==> src/rtl/ic_pkg.sv <==
package ic_pkg;
  localparam int WORD_W = 32;
  localparam int ADDR_W = 6;

  typedef enum logic [1:0] {
    REG_EVENT  = 2'd0,
    REG_ENABLE = 2'd1,
    REG_ACK    = 2'd2,
    REG_LEVEL  = 2'd3
  } ic_reg_e;

  // Bank 0 sits at 0x20, bank 1 at 0x10 (addr[5:4])
  function automatic logic [1:0] bank_code(input int b);
    return (b == 0) ? 2'b10 : 2'b01;
  endfunction
endpackage

==> src/rtl/ic_bank.sv <==
module ic_bank #(
  parameter int W = 32,
  parameter logic [W-1:0] LVL_MASK = '0
) (
  input  logic         clk,
  input  logic         rst,
  input  logic [W-1:0] src,
  input  logic         wr_ena,
  input  logic         wr_ack,
  input  logic [W-1:0] wdata,
  output logic [W-1:0] evt,
  output logic [W-1:0] ena,
  output logic [W-1:0] lvl,
  output logic         pend
);
  logic [W-1:0] src_q;
  logic [W-1:0] rise;
  logic [W-1:0] clr;

  assign rise = src & ~src_q & ena & ~LVL_MASK;
  assign clr  = wr_ack ? wdata : '0;

  always_ff @(posedge clk) begin
    if (rst) begin
      src_q <= '0;
      evt   <= '0;
      ena   <= '0;
    end else begin
      src_q <= src;
      evt   <= (evt & ~clr) | rise;
      if (wr_ena) ena <= wdata;
    end
  end

  assign lvl  = src_q;
  assign pend = |((evt | (src_q & LVL_MASK)) & ena);
endmodule

==> src/rtl/ic_readback.sv <==
module ic_readback
  import ic_pkg::*;
#(
  parameter int NB = 2,
  parameter int W  = 32
) (
  input  logic              clk,
  input  logic              rst,
  input  logic              rd_en,
  input  logic [ADDR_W-1:0] addr,
  input  logic [NB*W-1:0]   evt_all,
  input  logic [NB*W-1:0]   ena_all,
  input  logic [NB*W-1:0]   lvl_all,
  output logic [W-1:0]      rdata
);
  logic [W-1:0] mux;

  always_comb begin
    mux = '0;
    for (int b = 0; b < NB; b++) begin
      if (addr[5:4] == bank_code(b) && addr[1:0] == 2'b00) begin
        case (ic_reg_e'(addr[3:2]))
          REG_EVENT:  mux = evt_all[b*W +: W];
          REG_ENABLE: mux = ena_all[b*W +: W];
          REG_LEVEL:  mux = lvl_all[b*W +: W];
          default:    mux = '0;
        endcase
      end
    end
  end

  always_ff @(posedge clk) begin
    if (rst)        rdata <= '0;
    else if (rd_en) rdata <= mux;
  end
endmodule

==> src/rtl/ic_banked.sv <==
module ic_banked
  import ic_pkg::*;
#(
  parameter int NUM_BANKS = 2,
  parameter logic [31:0] LVL_MASK_B0 = 32'h1ff0_0000,
  parameter logic [31:0] LVL_MASK_B1 = 32'h0000_0000,
  localparam int NUM_SRC = NUM_BANKS * WORD_W
) (
  input  logic               clk,
  input  logic               rst,
  input  logic [NUM_SRC-1:0] src_in,
  input  logic               wr_en,
  input  logic               rd_en,
  input  logic [ADDR_W-1:0]  addr,
  input  logic [WORD_W-1:0]  wdata,
  output logic [WORD_W-1:0]  rdata,
  output logic               irq_out,
  output logic               cascade_out
);
  logic [NUM_SRC-1:0]   evt_all;
  logic [NUM_SRC-1:0]   ena_all;
  logic [NUM_SRC-1:0]   lvl_all;
  logic [NUM_BANKS-1:0] pend;
  logic                 irq_q;

  for (genvar b = 0; b < NUM_BANKS; b++) begin : g_bank
    localparam logic [WORD_W-1:0] MASK = (b == 0) ? LVL_MASK_B0 : LVL_MASK_B1;
    logic hit;
    assign hit = wr_en && addr[5:4] == bank_code(b) && addr[1:0] == 2'b00;

    ic_bank #(.W(WORD_W), .LVL_MASK(MASK)) u_bank (
      .clk    (clk),
      .rst    (rst),
      .src    (src_in[b*WORD_W +: WORD_W]),
      .wr_ena (hit && ic_reg_e'(addr[3:2]) == REG_ENABLE),
      .wr_ack (hit && ic_reg_e'(addr[3:2]) == REG_ACK),
      .wdata  (wdata),
      .evt    (evt_all[b*WORD_W +: WORD_W]),
      .ena    (ena_all[b*WORD_W +: WORD_W]),
      .lvl    (lvl_all[b*WORD_W +: WORD_W]),
      .pend   (pend[b])
    );
  end

  ic_readback #(.NB(NUM_BANKS), .W(WORD_W)) u_rd (
    .clk     (clk),
    .rst     (rst),
    .rd_en   (rd_en),
    .addr    (addr),
    .evt_all (evt_all),
    .ena_all (ena_all),
    .lvl_all (lvl_all),
    .rdata   (rdata)
  );

  always_ff @(posedge clk) begin
    if (rst) irq_q <= 1'b0;
    else     irq_q <= |pend;
  end

  assign irq_out     = irq_q;
  assign cascade_out = irq_q;
endmodule


==> config.mk <==
export PLATFORM = sky130hd
export DESIGN_NAME = ic_banked
export DESIGN_NICKNAME = d
export VERILOG_FILES = /design/src/rtl/ic_pkg.sv /design/src/rtl/ic_bank.sv /design/src/rtl/ic_readback.sv /design/src/rtl/ic_banked.sv
export SDC_FILE = /design/constraint.sdc
export NUM_CORES = 1
export LEC_CHECK = 0
export BUFFER_PORTS_ARGS = -buffer_cell sky130_fd_sc_hd__buf_2
export CAP_MARGIN = 0
export CORE_ASPECT_RATIO = 1.1
export CORE_MARGIN = 5
export CORE_UTILIZATION = 50
export CTS_CLUSTER_DIAMETER = 150
export DETAILED_ROUTE_END_ITERATION = 16
export PLACE_DENSITY_LB_ADDON = 0.12
export SYNTH_ARGS = -nofsm -noshare
export SYNTH_HDL_FRONTEND = slang
export SYNTH_SLANG_ARGS = --single-unit
export TNS_END_PERCENT = 20
==> constraint.sdc <==
create_clock -name clk -period 1.6 [get_ports clk]
set_clock_uncertainty 0.2 [all_clocks]
set_input_delay 0.32 -clock clk [delete_from_list [all_inputs] [get_ports clk]]
set_output_delay 0.32 -clock clk [all_outputs]
set_load 0.05 [all_outputs]
==> metrics, run 1 <==
setup TNS 0 ns; period utilization 99.19%; Final #Nets 1,445; Syn. warnings 0; Total GRT Usage 27.80%; P_sw 2.991 mW; clock power share 43.2%; # Post-CTS Setup Buffers 0; leakage power 5.069 nW; CTS Buffer Depth 3; Die Y 154.6 um; worst reg2reg setup slack 0.01 ns; Detailed Route WL 31,530 um; Antenna Violating Nets Remaining 0; synth-to-layout area growth 38.24%; mean area per synthesized cell 8.981 sq um; Pwr Density 948.9 nW/um^2; max_cap viols 0; Via density 5.672; WHS Endpoint u_rd.rdata[30]; Critical path origin g_bank[0].u_bank.ena[11]; unique cell type count in the Yosys netlist 32; met3 Use GR 4.849%; first-pass GRT wire length 48,730 um; Seq pwr share 46.7%; WL/cell 19.74 um; number of global-route vias before repair 8,985; Post-Syn Area 9502 sq um; largest family of logic cells by synthesized area compound AO/OA/AOI/OAI gates; GP Congestion 0.8561; die area 21,860 sq um; WHS Path Cells 3; sequential share of the synthesized area 47.41%; gr busiest metal met2; final worst setup slack 0.01300 ns; Slew Limit Fails 0; Max IR drop VDD 0.9720 mV; simple-gate share of the synthesized area 17.75%; Worst EP required 1.79 ns; Buf+Inv Stages, Crit Path 1; CP peak stage delay 0.33 ns; status completed; grt ovf 0; number of setup violations in the final report 0; Synth Area in Compound Gates 23.27%; hpwl dp 20,840 um; IO Pins 140; Num CTS Buffers 23; Mapped Nets 1,164; mux share of post-synthesis cell area 6.742%; core box area 18,540 sq um; Max H-tree Level 1; logic gate share of total power 10.1%; CTS tree yes; routing usage on met1 36.20%; DP Worst Slack -0.2976 ns; layout cells sized above 1 22.16%; Synth Instances 1,058; initial antenna violation count 0; Antenna diodes 0; CP max FO 2; slowest CP cell dfxtp_2; Worst-Margin Slew 0.3793 ns; CTS Sinks 225; Initial Util 51.24%; worst reg2reg endpoint cascade_out; crit-path cells a22o_4 -> a221oi_2 -> buf_4 -> and4_1 -> a41oi_1; Die W 141.4 um; met2 GRT Util 46.58%; Hold Violations, Final 0; non-filler cells, final 1,597; FF-to-FF path depth 5; PortBufs 139; FF+latch count, synth 225; row count 52; vias 9,058; commonest non-fill, non-tap cell in the layout dfxtp_1; CP Class reg -> reg; Post-Place Cells 1,461; Post-Synth XOR/XNOR Area 0%; delay-heaviest family, CP compound AO/OA/AOI/OAI gates; min-delay src rst; DR iter-0 viols 650; clock-pin slew on the worst setup and hold paths 0.06 ns; maximum clock rate 0.6301 GHz; worst endpoint data arrival time 1.77 ns; sw frac 24.00%; root buffer cell clkbuf_16; startpoint class of the critical path flip-flop; slew margin rel. 74.61%; number of detailed-route iterations in the first pass 5; CP Capture Type flip-flop; most frequent cells in the layout dfxtp_1 (212), nand2_1 (135), a21oi_1 (124); DRC Markers 0; post-synthesis adder-cell area fraction 0%; minimum clock period 1.587 ns; Internal Pwr Total 9.474 mW; unrepaired setup endpoints after global routing yes; largest net degree at the start of global routing 54; worst hold path type in -> reg; clk_lat worst skew 0.52 ns; FF-to-FF Start g_bank[0].u_bank.ena[11]
## worst reg2reg max path, cell delays in order (launching register included)
cell and delay, ns:
dfxtp_2 0.33, a22o_4 0.28, a221oi_2 0.20, buf_4 0.16, and4_1 0.20, a41oi_1 0.09
## sequential cells by signal (all words and copies together) (netlist names)
signal,count
g_bank.u_bank.ena,64
g_bank.u_bank.evt,64
g_bank.u_bank.lvl,64
u_rd.rdata,32
cascade_out,1
## cell families (layout without fill, tap and decap cells)
kind of cell,after synthesis,in the layout
flops,225,225
buf+inv,109,405
compound gates,339,339
mux,64,64
simple gates,321,321
## power groups by stage
stage	registers, mW	clock network (mW)	logic (mW)
floorplan	6.05	0	0.439
global placement	5.93	0	1.02
detailed placement	5.93	0	1.02
CTS	5.81	5.45	1.23
global route	5.83	5.70	1.33
finish	5.82	5.38	1.26
## timing repair
action / 4_1_cts / 5_1_grt
resized for setup: 54 / 23
endpoints found under the hold margin: 192 / 0
hold buffers: 96 / 0
pin swaps: 0 / 1
endpoints found under the setup margin: 35 / 16
## synth_stat cells
master     count  share of area (%)
dfxtp_1      225                 47
nor4b_4        2               0.50
nand3b_1      51                4.0
a22o_1        10               0.92
nand4_1        3               0.20
buf_4          6               0.47
nor4_1         1              0.066
a211oi_1      32                2.5
and3b_1        1              0.092
buf_1          3               0.12
a32oi_1        4               0.37
buf_2         22                1.2
mux2i_1       64                6.7
o21ai_0       55                2.9
nand3_1       10               0.53
and4_1         2               0.18
and4b_1        2               0.21
and2_1         2               0.13
nor2b_1       64                4.2
nand2b_1       9               0.59
o2bb2ai_1     64                5.9
a221oi_1      10               0.92
clkbuf_1      51                2.0
nand4b_1       2               0.18
a22oi_1       38                3.0
inv_1         27                1.1
a222oi_1       1               0.11
a41oi_1        1              0.092
a21oi_1      124                6.5
and3_1         1              0.066
nand2_1      135                5.3
nor2_1        36                1.4
## stage by stage
step                hold WS [ns]  total power, mW  utilization [%]  area, sq um
global placement          0.2485            6.947            60.41        11200
CTS                      0.04332            12.50            70.45        13060
floorplan                 0.2078            6.491                -         9564
detailed placement        0.2523            6.954            60.41        11200
finish                   0.06164            12.46            70.84        13140
global route             0.06133            12.86            70.84        13140
## how the worst max path moves through the flow
stage	endpoint	slack, ns	depth (start not counted)
2_1_floorplan	g_bank[1].u_bank.evt[20]	-0.02	5
3_3_place_gp	u_rd.rdata[27]	-0.26	6
3_5_place_dp	u_rd.rdata[20]	-0.30	6
4_1_cts	rdata[19]	0.002	1
5_1_grt	cascade_out	-0.03	5
6_report	cascade_out	0.01	5
## metal layers
layer | vias up | routed length (um)
li1 | 4353 | -
met1 | 4324 | 13500
met2 | 320 | 15170
met3 | 61 | 1922
met4 | 0 | 936
met5 | - | 0
## cell type report
cell class | count | area (sq um)
inverters | 27 | 101.3
repair buffers | 338 | 2885
flip-flops and latches | 225 | 4521
clock inverters | 9 | 100.1
fillers | 1420 | 5408
multi-input cells | 724 | 4578
clock buffers | 31 | 645.6
well taps | 243 | 304.0
No activity file was read; power rests on OpenSTA's default activity.
==> run 2, diff against run 1 <==
--- a/config.mk
+++ b/config.mk
@@ -5,15 +5,16 @@
 export SDC_FILE = /design/constraint.sdc
 export NUM_CORES = 1
 export LEC_CHECK = 0
-export BUFFER_PORTS_ARGS = -buffer_cell sky130_fd_sc_hd__buf_2
 export CAP_MARGIN = 0
 export CORE_ASPECT_RATIO = 1.1
 export CORE_MARGIN = 5
 export CORE_UTILIZATION = 50
 export CTS_CLUSTER_DIAMETER = 150
 export DETAILED_ROUTE_END_ITERATION = 16
+export DONT_BUFFER_PORTS = 1
 export PLACE_DENSITY_LB_ADDON = 0.12
 export SYNTH_ARGS = -nofsm -noshare
 export SYNTH_HDL_FRONTEND = slang
+export SYNTH_HIERARCHICAL = 1
 export SYNTH_SLANG_ARGS = --single-unit
 export TNS_END_PERCENT = 20
==> metrics, run 2 <==
initial antenna violation count 1 (was 0); final worst setup slack -0.06342 ns (was 0.01300 ns); cell with the most instances after synthesis dfxtp_1 (unchanged); CTS Buffer Depth 3 (unchanged); GP Congestion 0.8321 (was 0.8561); Antenna Violating Nets Remaining 0 (unchanged); FF-to-FF path depth 6 (was 5); top cell type by total area after synthesis dfxtp_1 (unchanged); slew margin rel. 65.88% (was 74.61%); status complete, but fails checks (was completed); share of the synthesized area in the top cell type 43.87% (was 47.41%); DRC Markers 0 (unchanged); Die Y 160.3 um (was 154.6 um); min-delay src rst (unchanged); maximum clock rate 0.6012 GHz (was 0.6301 GHz); startpoint class of the critical path flip-flop (unchanged); clock-pin slew on the worst setup and hold paths 0.06 ns (about the same); leakage power 4.905 nW (was 5.069 nW); IO Pins 140 (unchanged); Via density 5.697 (was 5.672); CP max FO 2 (unchanged); Final #Nets 1,296 (was 1,445); top_reg_cell synth dfxtp_1 (unchanged); vias 8,335 (was 9,058); Seq pwr share 48.3% (was 46.7%); Detailed Route WL 29,630 um (was 31,530 um); Num CTS Buffers 25 (was 23); Max IR drop VDD 0.7282 mV (was 0.9720 mV); Internal Pwr Total 9.351 mW (was 9.474 mW); Die W 146.6 um (was 141.4 um); Pwr Density 938.5 nW/um^2 (was 948.9 nW/um^2); Tot Pwr 12.07 mW (was 12.46 mW); CP Class reg -> reg (unchanged); CP peak stage delay 0.31 ns (was 0.33 ns); delay-heaviest family, CP simple AND/OR/NAND/NOR gates (was compound AO/OA/AOI/OAI gates); WHS Path Cells 1 (was 3); first-pass GRT wire length 46,260 um (was 48,730 um); Slew Limit Fails 0 (unchanged); Worst EP required 1.81 ns (was 1.79 ns); post-synthesis adder-cell area fraction 0% (unchanged); clock power share 44.9% (was 43.2%); WHS Endpoint u_rd/rdata[21] (was u_rd.rdata[30]); Area contributors post-synth dfxtp_1 (44%), mux2_2 (7.0%), a21bo_2 (6.2%), mux2i_1 (6.2%), nor2_1 (5.6%) (was dfxtp_1 (47%), mux2i_1 (6.7%), a21oi_1 (6.5%), o2bb2ai_1 (5.9%), nand2_1 (5.3%)); top cells by count, synth dfxtp_1 (225), nor2_1 (154) (was dfxtp_1 (225), nand2_1 (135), a21oi_1 (124)); simple-gate share of the synthesized area 13.47% (was 17.75%); Synth async-reset ratio 0% (unchanged); Synth Instances 1,052 (was 1,058); setup TNS -0.08252 ns (was 0 ns); logic gate share of total power 6.8% (was 10.1%); P_sw 2.719 mW (was 2.991 mW); core box area 20,370 sq um (was 18,540 sq um); # Post-CTS Setup Buffers 0 (unchanged); Buf+Inv Stages, Crit Path 0 (was 1); Post-Synth XOR/XNOR Area 0% (unchanged); root buffer cell clkbuf_16 (unchanged); PortBufs 0 (was 139); worst reg2reg endpoint cascade_out (unchanged); Worst-Margin Slew 0.5118 ns (was 0.3793 ns); max_cap viols 0 (unchanged); FF+latch count, synth 225 (unchanged); number of setup violations in the final report 3 (was 0); EDFF count, synth 0 (unchanged); WL/cell 20.25 um (was 19.74 um); final hold slack -0.3060 ns (was 0.06164 ns); most frequent cells in the layout dfxtp_1 (215), nor2_1 (153), buf_4 (85) (was dfxtp_1 (212), nand2_1 (135), a21oi_1 (124)); clk_lat worst skew 0.52 ns (about the same); CP most frequent cell nor2_1; worst reg2reg setup slack -0.06 ns (was 0.01 ns); commonest non-fill, non-tap cell in the layout dfxtp_1 (unchanged); Initial Util 50.41% (was 51.24%); Total GRT Usage 24.39% (was 27.80%); Post-Syn Area 10,270 sq um (was 9502 sq um); mux share of post-synthesis cell area 13.26% (was 6.742%); hpwl dp 18,520 um (was 20,840 um); number of detailed-route iterations in the first pass 5 (unchanged); DR iter-0 viols 521 (was 650); minimum clock period 1.663 ns (was 1.587 ns); failing checks hold timing, setup timing; sw frac 22.53% (was 24.00%); largest family of logic cells by synthesized area compound AO/OA/AOI/OAI gates (unchanged); CP Capture Type flip-flop (unchanged); crit-path cells o21ai_1 -> nand4_1 -> nor4_2 -> nand3_1 -> nor2_1 -> nor2_1 (was a22o_4 -> a221oi_2 -> buf_4 -> and4_1 -> a41oi_1); unique cell type count in the Yosys netlist 37 (was 32); hold bufs inserted after CTS 73 (was 96); largest net degree at the start of global routing 226 (was 54); period utilization 104.0% (was 99.19%); Synth Area in Compound Gates 22.76% (was 23.27%); Hold Violations, Final 161 (was 0); fin util 63.14% (was 70.84%); slowest CP cell dfxtp_1 (was dfxtp_2); layout cells sized above 1 27.78% (was 22.16%); worst hold path type in -> reg (unchanged); die area 23,500 sq um (was 21,860 sq um); mean area per synthesized cell 9.760 sq um (was 8.981 sq um); unrepaired setup endpoints after global routing yes (unchanged); DP Worst Slack -0.4106 ns (was -0.2976 ns); grt ovf 0 (unchanged); Mapped Nets 1,158 (was 1,164); row count 55 (was 52); Max H-tree Level 1 (unchanged); CTS tree yes (unchanged); FF-to-FF Start g_bank[0].u_bank/evt[26] (was g_bank[0].u_bank.ena[11]); sequential share of the synthesized area 43.87% (was 47.41%); Syn. warnings 6 (was 0); CTS Sinks 225 (unchanged); synth-to-layout area growth 25.26% (was 38.24%); number of global-route vias before repair 8,315 (was 8,985); worst endpoint data arrival time 1.87 ns (was 1.77 ns)
==> run 2: cell types whose count changed after synthesis, sizes merged, moves of 46 or more <==
| cell | change |
|---|---|
| a21oi | -124 |
| nor2 | +118 |
| nand2 | -80 |
| a21bo | +64 |
| mux2 | +64 |
| o211ai | +64 |
| o2bb2ai | -64 |
| a32oi | +51 |
| nand3b | -51 |
| o21ai | -46 |
==> run 2: metrics by stage <==
| stage | instance area (sq um) | instances |
|---|---|---|
| 6_report | 12860 | 1463 |
| 5_1_grt | 12860 | 1463 |
| 4_1_cts | 12790 | 1462 |
| 3_5_place_dp | 11200 | 1346 |
| 3_3_place_gp | 11200 | 1346 |
| 2_1_floorplan | 10310 | 1052 |
==> run 2: kinds of logic after synthesis <==
kind of cell,Yosys count
AOI/OAI and AO/OA,260
muxes,128
buffers and inverters,145
and+or+nand+nor,294
DFF,225
==> run 2: power by group through the flow <==
stage / clock network, mW / logic (mW) / registers [mW]
3_3_place_gp: 0 / 0.640 / 5.95
6_report: 5.41 / 0.825 / 5.83
5_1_grt: 5.79 / 0.880 / 5.84
4_1_cts: 5.53 / 0.810 / 5.83
3_5_place_dp: 0 / 0.650 / 5.94
2_1_floorplan: 0 / 0.558 / 6.07
==> run 2: cell type report <==
class | instances | area [sq um]
Fill cell | 1727 | 7508
Multi-Input combinational cell | 682 | 5162
Sequential cell | 225 | 4519
Timing Repair Buffer | 192 | 1852
Clock buffer | 37 | 730.7
Tap cell | 256 | 320.3
Inverter | 64 | 240.2
Clock inverter | 6 | 33.78
Antenna cell | 1 | 2.502
==> run 2: how the worst max path moves through the flow <==
stage | slack [ns] | startpoint | depth (start not counted) | end
6_report | -0.06 | g_bank[0].u_bank/evt[26] | 6 | cascade_out
5_1_grt | -0.11 | g_bank[1].u_bank/evt[27] | 5 | cascade_out
4_1_cts | -0.05 | g_bank[1].u_bank/evt[9] | 5 | cascade_out
3_5_place_dp | -0.41 | addr[1] | 5 | g_bank[1].u_bank/ena[27]
3_3_place_gp | -0.39 | addr[1] | 5 | g_bank[1].u_bank/ena[30]
2_1_floorplan | -0.27 | addr[1] | 6 | g_bank[1].u_bank/ena[10]
==> run 2: routing by layer <==
metal	part of all wire (%)	track usage [%]
met3	7.9	6.349
met2	49	40.98
met4	2.9	8.169
met5	0	0
met1	41	30.51
==> run 2: timing repair <==
action	4_1_cts	5_1_grt
pin swaps	3	2
resized for setup	27	20
endpoints found under the setup margin	13	18
gates cloned	0	0
endpoints found under the hold margin	225	161
==> run 2: worst reg2reg max path, delay by kind of cell, from the launching register on <==
family	cells	cell delay [ns]
compound gates	1	0.18
flops	1	0.31
simple gates	5	0.87
